==> src/rtl/ea_pkg.sv <==
package ea_pkg;

  typedef enum logic [1:0] {
    DISP_NONE = 2'd0,
    DISP_BYTE = 2'd1,
    DISP_WORD = 2'd2
  } disp_kind_t;

  typedef enum logic [1:0] {
    ST_IDLE     = 2'd0,
    ST_FETCH_LO = 2'd1,
    ST_FETCH_HI = 2'd2,
    ST_DONE     = 2'd3
  } ea_state_t;

  // Displacement size implied by mode and r/m.
  function automatic disp_kind_t disp_kind(input logic [1:0] mode, input logic [2:0] rm);
    disp_kind_t k;
    case (mode)
      2'd0:    k = (rm == 3'd6) ? DISP_WORD : DISP_NONE;
      2'd1:    k = DISP_BYTE;
      2'd2:    k = DISP_WORD;
      default: k = DISP_NONE;
    endcase
    return k;
  endfunction

  // Sum of base and index registers, wrapped to 16 bits.
  function automatic logic [15:0] base_sum(input logic [1:0] mode, input logic [2:0] rm,
                                           input logic [15:0] bx, input logic [15:0] bp,
                                           input logic [15:0] si, input logic [15:0] di);
    logic [15:0] s;
    case (rm)
      3'd0:    s = bx + si;
      3'd1:    s = bx + di;
      3'd2:    s = bp + si;
      3'd3:    s = bp + di;
      3'd4:    s = si;
      3'd5:    s = di;
      3'd6:    s = (mode == 2'd0) ? 16'h0000 : bp;
      default: s = bx;
    endcase
    return s;
  endfunction

  // True for the forms whose default segment is the stack segment.
  function automatic logic stack_form(input logic [1:0] mode, input logic [2:0] rm);
    return (rm == 3'd2) || (rm == 3'd3) || ((rm == 3'd6) && (mode != 2'd0));
  endfunction

  // Displacement value after sign or zero handling.
  function automatic logic [15:0] disp_value(input disp_kind_t k, input logic [7:0] lo,
                                             input logic [7:0] hi);
    logic [15:0] d;
    case (k)
      DISP_BYTE: d = {{8{lo[7]}}, lo};
      DISP_WORD: d = {hi, lo};
      default:   d = 16'h0000;
    endcase
    return d;
  endfunction

  // Instruction pointer step for a displacement kind.
  function automatic logic [15:0] ip_step(input disp_kind_t k);
    return (k == DISP_BYTE) ? 16'd1 : (k == DISP_WORD) ? 16'd2 : 16'd0;
  endfunction

endpackage

==> src/rtl/ea_decode.sv <==
module ea_decode
  import ea_pkg::*;
(
  input  logic [1:0]  mode,
  input  logic [2:0]  rm,
  input  logic [15:0] bx,
  input  logic [15:0] bp,
  input  logic [15:0] si,
  input  logic [15:0] di,
  output logic [15:0] sum,
  output logic        use_stack,
  output disp_kind_t  kind,
  output logic        is_reg
);

  always_comb begin
    sum       = base_sum(mode, rm, bx, bp, si, di);
    use_stack = stack_form(mode, rm);
    kind      = disp_kind(mode, rm);
    is_reg    = (mode == 2'd3);
  end

endmodule

==> src/rtl/ea_seq.sv <==
module ea_seq
  import ea_pkg::*;
#(
  parameter int ADDR_W = 24
) (
  input  logic              clk,
  input  logic              rst_n,
  input  logic              start,
  input  disp_kind_t        kind_new,
  input  disp_kind_t        kind_q,
  input  logic [ADDR_W-1:0] cs_q,
  input  logic [15:0]       ip_q,
  input  logic              rd_valid,
  input  logic [7:0]        rd_data,
  output logic              rd_req,
  output logic [ADDR_W-1:0] rd_addr,
  output logic [7:0]        disp_lo,
  output logic [7:0]        disp_hi,
  output logic              done,
  output logic              accept,
  output logic              busy,
  output logic              lo_take,
  output logic              hi_take
);

  ea_state_t state;
  logic [15:0] ip_fetch;
  logic [ADDR_W-1:0] ip_ext;

  assign accept  = (state == ST_IDLE) && start;
  assign busy    = (state != ST_IDLE);
  assign lo_take = (state == ST_FETCH_LO) && rd_valid;
  assign hi_take = (state == ST_FETCH_HI) && rd_valid;
  assign rd_req  = (state == ST_FETCH_LO) || (state == ST_FETCH_HI);
  assign done    = (state == ST_DONE);

  assign ip_fetch = (state == ST_FETCH_HI) ? ip_q + 16'd1 : ip_q;

  generate
    if (ADDR_W > 16) begin : g_wide
      assign ip_ext = {{(ADDR_W-16){1'b0}}, ip_fetch};
    end else begin : g_narrow
      assign ip_ext = ip_fetch;
    end
  endgenerate

  assign rd_addr = cs_q + ip_ext;

  always_ff @(posedge clk or negedge rst_n) begin
    if (!rst_n) begin
      state   <= ST_IDLE;
      disp_lo <= 8'h00;
      disp_hi <= 8'h00;
    end else begin
      case (state)
        ST_IDLE: begin
          if (start) begin
            disp_lo <= 8'h00;
            disp_hi <= 8'h00;
            state   <= (kind_new == DISP_NONE) ? ST_DONE : ST_FETCH_LO;
          end
        end
        ST_FETCH_LO: begin
          if (rd_valid) begin
            disp_lo <= rd_data;
            state   <= (kind_q == DISP_WORD) ? ST_FETCH_HI : ST_DONE;
          end
        end
        ST_FETCH_HI: begin
          if (rd_valid) begin
            disp_hi <= rd_data;
            state   <= ST_DONE;
          end
        end
        default: state <= ST_IDLE;
      endcase
    end
  end

endmodule

==> src/rtl/ea_combine.sv <==
module ea_combine
  import ea_pkg::*;
#(
  parameter int ADDR_W = 24
) (
  input  logic [15:0]       sum,
  input  logic              use_stack,
  input  disp_kind_t        kind,
  input  logic [7:0]        disp_lo,
  input  logic [7:0]        disp_hi,
  input  logic              ovr_en,
  input  logic [ADDR_W-1:0] ovr_base,
  input  logic [ADDR_W-1:0] ds_q,
  input  logic [ADDR_W-1:0] ss_q,
  input  logic [15:0]       ip_q,
  output logic [15:0]       offset,
  output logic [ADDR_W-1:0] seg,
  output logic [ADDR_W-1:0] linear,
  output logic [15:0]       ip_next
);

  logic [ADDR_W-1:0] off_ext;

  assign offset  = sum + disp_value(kind, disp_lo, disp_hi);
  assign seg     = ovr_en ? ovr_base : (use_stack ? ss_q : ds_q);
  assign ip_next = ip_q + ip_step(kind);

  generate
    if (ADDR_W > 16) begin : g_wide
      assign off_ext = {{(ADDR_W-16){1'b0}}, offset};
    end else begin : g_narrow
      assign off_ext = offset;
    end
  endgenerate

  assign linear = seg + off_ext;

endmodule

==> src/rtl/ea_addr_gen.sv <==
module ea_addr_gen
  import ea_pkg::*;
#(
  parameter int ADDR_W = 24
) (
  input  logic              clk,
  input  logic              rst_n,
  input  logic              start,
  input  logic [7:0]        addr_byte,
  input  logic [15:0]       reg_bx,
  input  logic [15:0]       reg_bp,
  input  logic [15:0]       reg_si,
  input  logic [15:0]       reg_di,
  input  logic [15:0]       ip_in,
  input  logic [ADDR_W-1:0] cs_base,
  input  logic [ADDR_W-1:0] ds_base,
  input  logic [ADDR_W-1:0] ss_base,
  input  logic              seg_ovr_en,
  input  logic [ADDR_W-1:0] seg_ovr_base,
  output logic              rd_req,
  output logic [ADDR_W-1:0] rd_addr,
  input  logic              rd_valid,
  input  logic [7:0]        rd_data,
  output logic              done,
  output logic              err,
  output logic [15:0]       ea_offset,
  output logic [ADDR_W-1:0] ea_seg,
  output logic [ADDR_W-1:0] ea_linear,
  output logic [15:0]       ip_out
);

  // Operands captured on an accepted start.
  logic [1:0]        mode_q;
  logic [2:0]        rm_q;
  logic [15:0]       bx_q, bp_q, si_q, di_q, ip_q;
  logic [ADDR_W-1:0] cs_q, ds_q, ss_q, ovr_q;
  logic              ovr_en_q;

  // Internal events, visible to the checker.
  logic              accept, busy, lo_take, hi_take;
  logic [15:0]       sum;
  logic              use_stack, is_reg;
  disp_kind_t        kind_q, kind_new;
  logic [7:0]        disp_lo, disp_hi;
  logic              unused_reg_field;

  assign unused_reg_field = ^addr_byte[5:3];
  assign kind_new = disp_kind(addr_byte[7:6], addr_byte[2:0]);

  always_ff @(posedge clk or negedge rst_n) begin
    if (!rst_n) begin
      mode_q   <= 2'd0;
      rm_q     <= 3'd0;
      bx_q     <= 16'h0;
      bp_q     <= 16'h0;
      si_q     <= 16'h0;
      di_q     <= 16'h0;
      ip_q     <= 16'h0;
      cs_q     <= '0;
      ds_q     <= '0;
      ss_q     <= '0;
      ovr_q    <= '0;
      ovr_en_q <= 1'b0;
    end else if (accept) begin
      mode_q   <= addr_byte[7:6];
      rm_q     <= addr_byte[2:0];
      bx_q     <= reg_bx;
      bp_q     <= reg_bp;
      si_q     <= reg_si;
      di_q     <= reg_di;
      ip_q     <= ip_in;
      cs_q     <= cs_base;
      ds_q     <= ds_base;
      ss_q     <= ss_base;
      ovr_q    <= seg_ovr_base;
      ovr_en_q <= seg_ovr_en;
    end
  end

  ea_decode u_dec (
    .mode      (mode_q),
    .rm        (rm_q),
    .bx        (bx_q),
    .bp        (bp_q),
    .si        (si_q),
    .di        (di_q),
    .sum       (sum),
    .use_stack (use_stack),
    .kind      (kind_q),
    .is_reg    (is_reg)
  );

  ea_seq #(.ADDR_W(ADDR_W)) u_seq (
    .clk      (clk),
    .rst_n    (rst_n),
    .start    (start),
    .kind_new (kind_new),
    .kind_q   (kind_q),
    .cs_q     (cs_q),
    .ip_q     (ip_q),
    .rd_valid (rd_valid),
    .rd_data  (rd_data),
    .rd_req   (rd_req),
    .rd_addr  (rd_addr),
    .disp_lo  (disp_lo),
    .disp_hi  (disp_hi),
    .done     (done),
    .accept   (accept),
    .busy     (busy),
    .lo_take  (lo_take),
    .hi_take  (hi_take)
  );

  ea_combine #(.ADDR_W(ADDR_W)) u_comb (
    .sum       (sum),
    .use_stack (use_stack),
    .kind      (kind_q),
    .disp_lo   (disp_lo),
    .disp_hi   (disp_hi),
    .ovr_en    (ovr_en_q),
    .ovr_base  (ovr_q),
    .ds_q      (ds_q),
    .ss_q      (ss_q),
    .ip_q      (ip_q),
    .offset    (ea_offset),
    .seg       (ea_seg),
    .linear    (ea_linear),
    .ip_next   (ip_out)
  );

  assign err = is_reg;

endmodule

==> config.mk <==
export PLATFORM = sky130hd
export DESIGN_NAME = ea_addr_gen
export DESIGN_NICKNAME = d
export VERILOG_FILES = /design/src/rtl/ea_pkg.sv /design/src/rtl/ea_decode.sv /design/src/rtl/ea_seq.sv /design/src/rtl/ea_combine.sv /design/src/rtl/ea_addr_gen.sv
export SDC_FILE = /design/constraint.sdc
export NUM_CORES = 1
export LEC_CHECK = 0
export BUFFER_PORTS_ARGS = -buffer_cell sky130_fd_sc_hd__buf_2
export CELL_PAD_IN_SITES_DETAIL_PLACEMENT = 0
export CELL_PAD_IN_SITES_GLOBAL_PLACEMENT = 2
export CORE_MARGIN = 2
export CORE_UTILIZATION = 35
export CTS_CLUSTER_DIAMETER = 200
export CTS_CLUSTER_SIZE = 24
export DETAILED_ROUTE_END_ITERATION = 12
export PLACE_DENSITY_LB_ADDON = 0.05
export SYNTH_ARGS = -nofsm -noshare
export SYNTH_HDL_FRONTEND = slang
export SYNTH_HIERARCHICAL = 1
export SYNTH_SLANG_ARGS = --single-unit
export TNS_END_PERCENT = 50
==> constraint.sdc <==
create_clock -name clk -period 9.8 [get_ports clk]
set_clock_uncertainty 0.1 [all_clocks]
set_input_delay 0.98 -clock clk [delete_from_list [all_inputs] [get_ports clk]]
set_output_delay 0.98 -clock clk [all_outputs]
set_load 0.005 [all_outputs]
==> results.txt <==
syn_area_per_cell: 9.89 µm²
Syn-to-layout area delta: 16.2%
Syn Std Cell Area: 0.0149 mm²
CTS buffer count: 17
Warnings, synthesis: 6
Setup violations, final: 0
detailed placement HPWL: 34.3 mm
initial core utilization: 0.355
clock latency at the later pin of the worst-skew pair: 500 ps
setup repair bufs after CTS: 0
status: finished clean
worst hold path type: input port to asynchronous set/reset pin
max-cap violation count: 0
M1 WL: 21.1 mm
Final Hold Viols: 0
# clock sinks: 200
fin crit share: 0.899
first-pass GRT wire length: 69.2 mm
Total GRT Usage: 0.204
first drt pass iteration count: 5
DR top layer: met5
CTS H-tree lvls: 4
initial drt markers: 668
Die W: 211 µm
Die Y: 211 µm
worst reg2reg path depth: 5
Antenna Nets Post-Route: 0
syn nets: 1806
final WL: 44.7 mm
pin count of the biggest net entering global routing: 79
Max Slew Vio Count: 0
Routed WL per cell: 19.2 µm
slew of the pin with the lowest slew margin: 996 ps
most frequent cells in the layout: buf_2 (299), mux2_2 (213), dfrtp_1 (200)
Setup CP Type: flop to primary output
WP data arrival: 7730 ps
worst hold slack: 408 ps
Placeable Area: 0.0420 mm²
Std-Cell Rows: 75
Die ar.: 0.0443 mm²
Slew headroom: 0.336
CTS tree: built
nets: 2070
RSZ-0062 raised after global routing: false
multi-input logic area: 0.00926 mm²
IO Pins: 304
Clk pin slew, worst setup/hold paths: 70 ps
Crit path top cell by count: a21oi_1
Worst path slowest cell: dfrtp_1
Worst Path Max Fanout: 23
maximum clock rate: 0.114 GHz
final setup TNS: 0 ps
number of global-route vias before repair: 12200
GRT Residual Overflow: 0
fill cell count: 4310
met2 routed WL: 21.2 mm
initial antenna violation count: 3
Clock Tree Buf Depth: 2
detailed-route via count: 12100
endpoint type of the worst setup path: primary output
DR vias/cell: 5.21
post-CTS sizing: 0
Worst path max stage delay: 960 ps
Tmin final: 8810 ps
port bufs: 300
critical path required time: 8720 ps
Met3 Wirelength: 1.88 mm
GP Congestion: 0.814
most common cell after layout, fill and taps aside: buf_2
share of cells above drive strength 1: 0.336
root buf cell: clkbuf_16
DRC: 0
cells after synthesis: 1510
startpoint types: flop
register area: 0.00500 mm²
Hold Buf Count CTS: 0
-- per-layer routing --
layer  vias up  track usage
met5         -            0
met4         2       0.0500
met3        23       0.0453
met2       228        0.337
met1      5876        0.271
li1       6005            -
-- through the flow --
stage,util,setup WS (ps),instance area [µm²],cells
floorplan,-,2580,14900,1510
global placement,0.399,1530,16800,2294
finish,0.413,994,17400,2329
CTS,0.413,870,17400,2326
detailed placement,0.399,1470,16800,2294
global route,0.413,378,17400,2326
-- critical path: cells and delay by family (launching register included) --
kind                     cells  cell delay, ps
AO/OA/AOI/OAI               12            2810
flip-flops                   1             960
buffers and inverters        1             150
multiplexers                 1             380
XOR/XNOR                     2             340
adder cells (fa/ha/maj)      4            1450
AND/OR/NAND/NOR              6            1130
-- path summary, 6_finish.rpt --
path / slack, ps / from / endpoint
worst max-delay path: 990 / rm_q[0] / ea_linear[17]
worst min-delay path: 410 / rst_n / di_q[2]
worst max register to register: 6760 / u_seq/state[0] / ds_q[18]
worst min register to register: 410 / ovr_q[15] / ovr_q[15]
max in group asynchronous: 7790 / rst_n / ds_q[16]
min in group clk: 410 / ovr_q[15] / ovr_q[15]
-- sequential cells by signal, summed over array words and instances, names as in the netlist, 3 cells and up --
signal,cells
ip_q,16
u_seq/disp_hi,8
bp_q,16
ovr_q,24
di_q,16
ds_q,24
rm_q,3
si_q,16
u_seq/disp_lo,8
bx_q,16
ss_q,24
cs_q,24
-- final cells by class --
cell class,instances,area share
Multi-Input combinational cell,1188,0.533
Sequential cell,200,0.288
Timing Repair Buffer,317,0.0943
Tap cell,539,0.0388
Clock buffer,22,0.0273
Inverter,50,0.0108
Clock inverter,10,0.00685
Antenna cell,3,0.000432
Power is not shown: default switching activity piles up to over one toggle a cycle in this logic, so the estimate is an artifact.
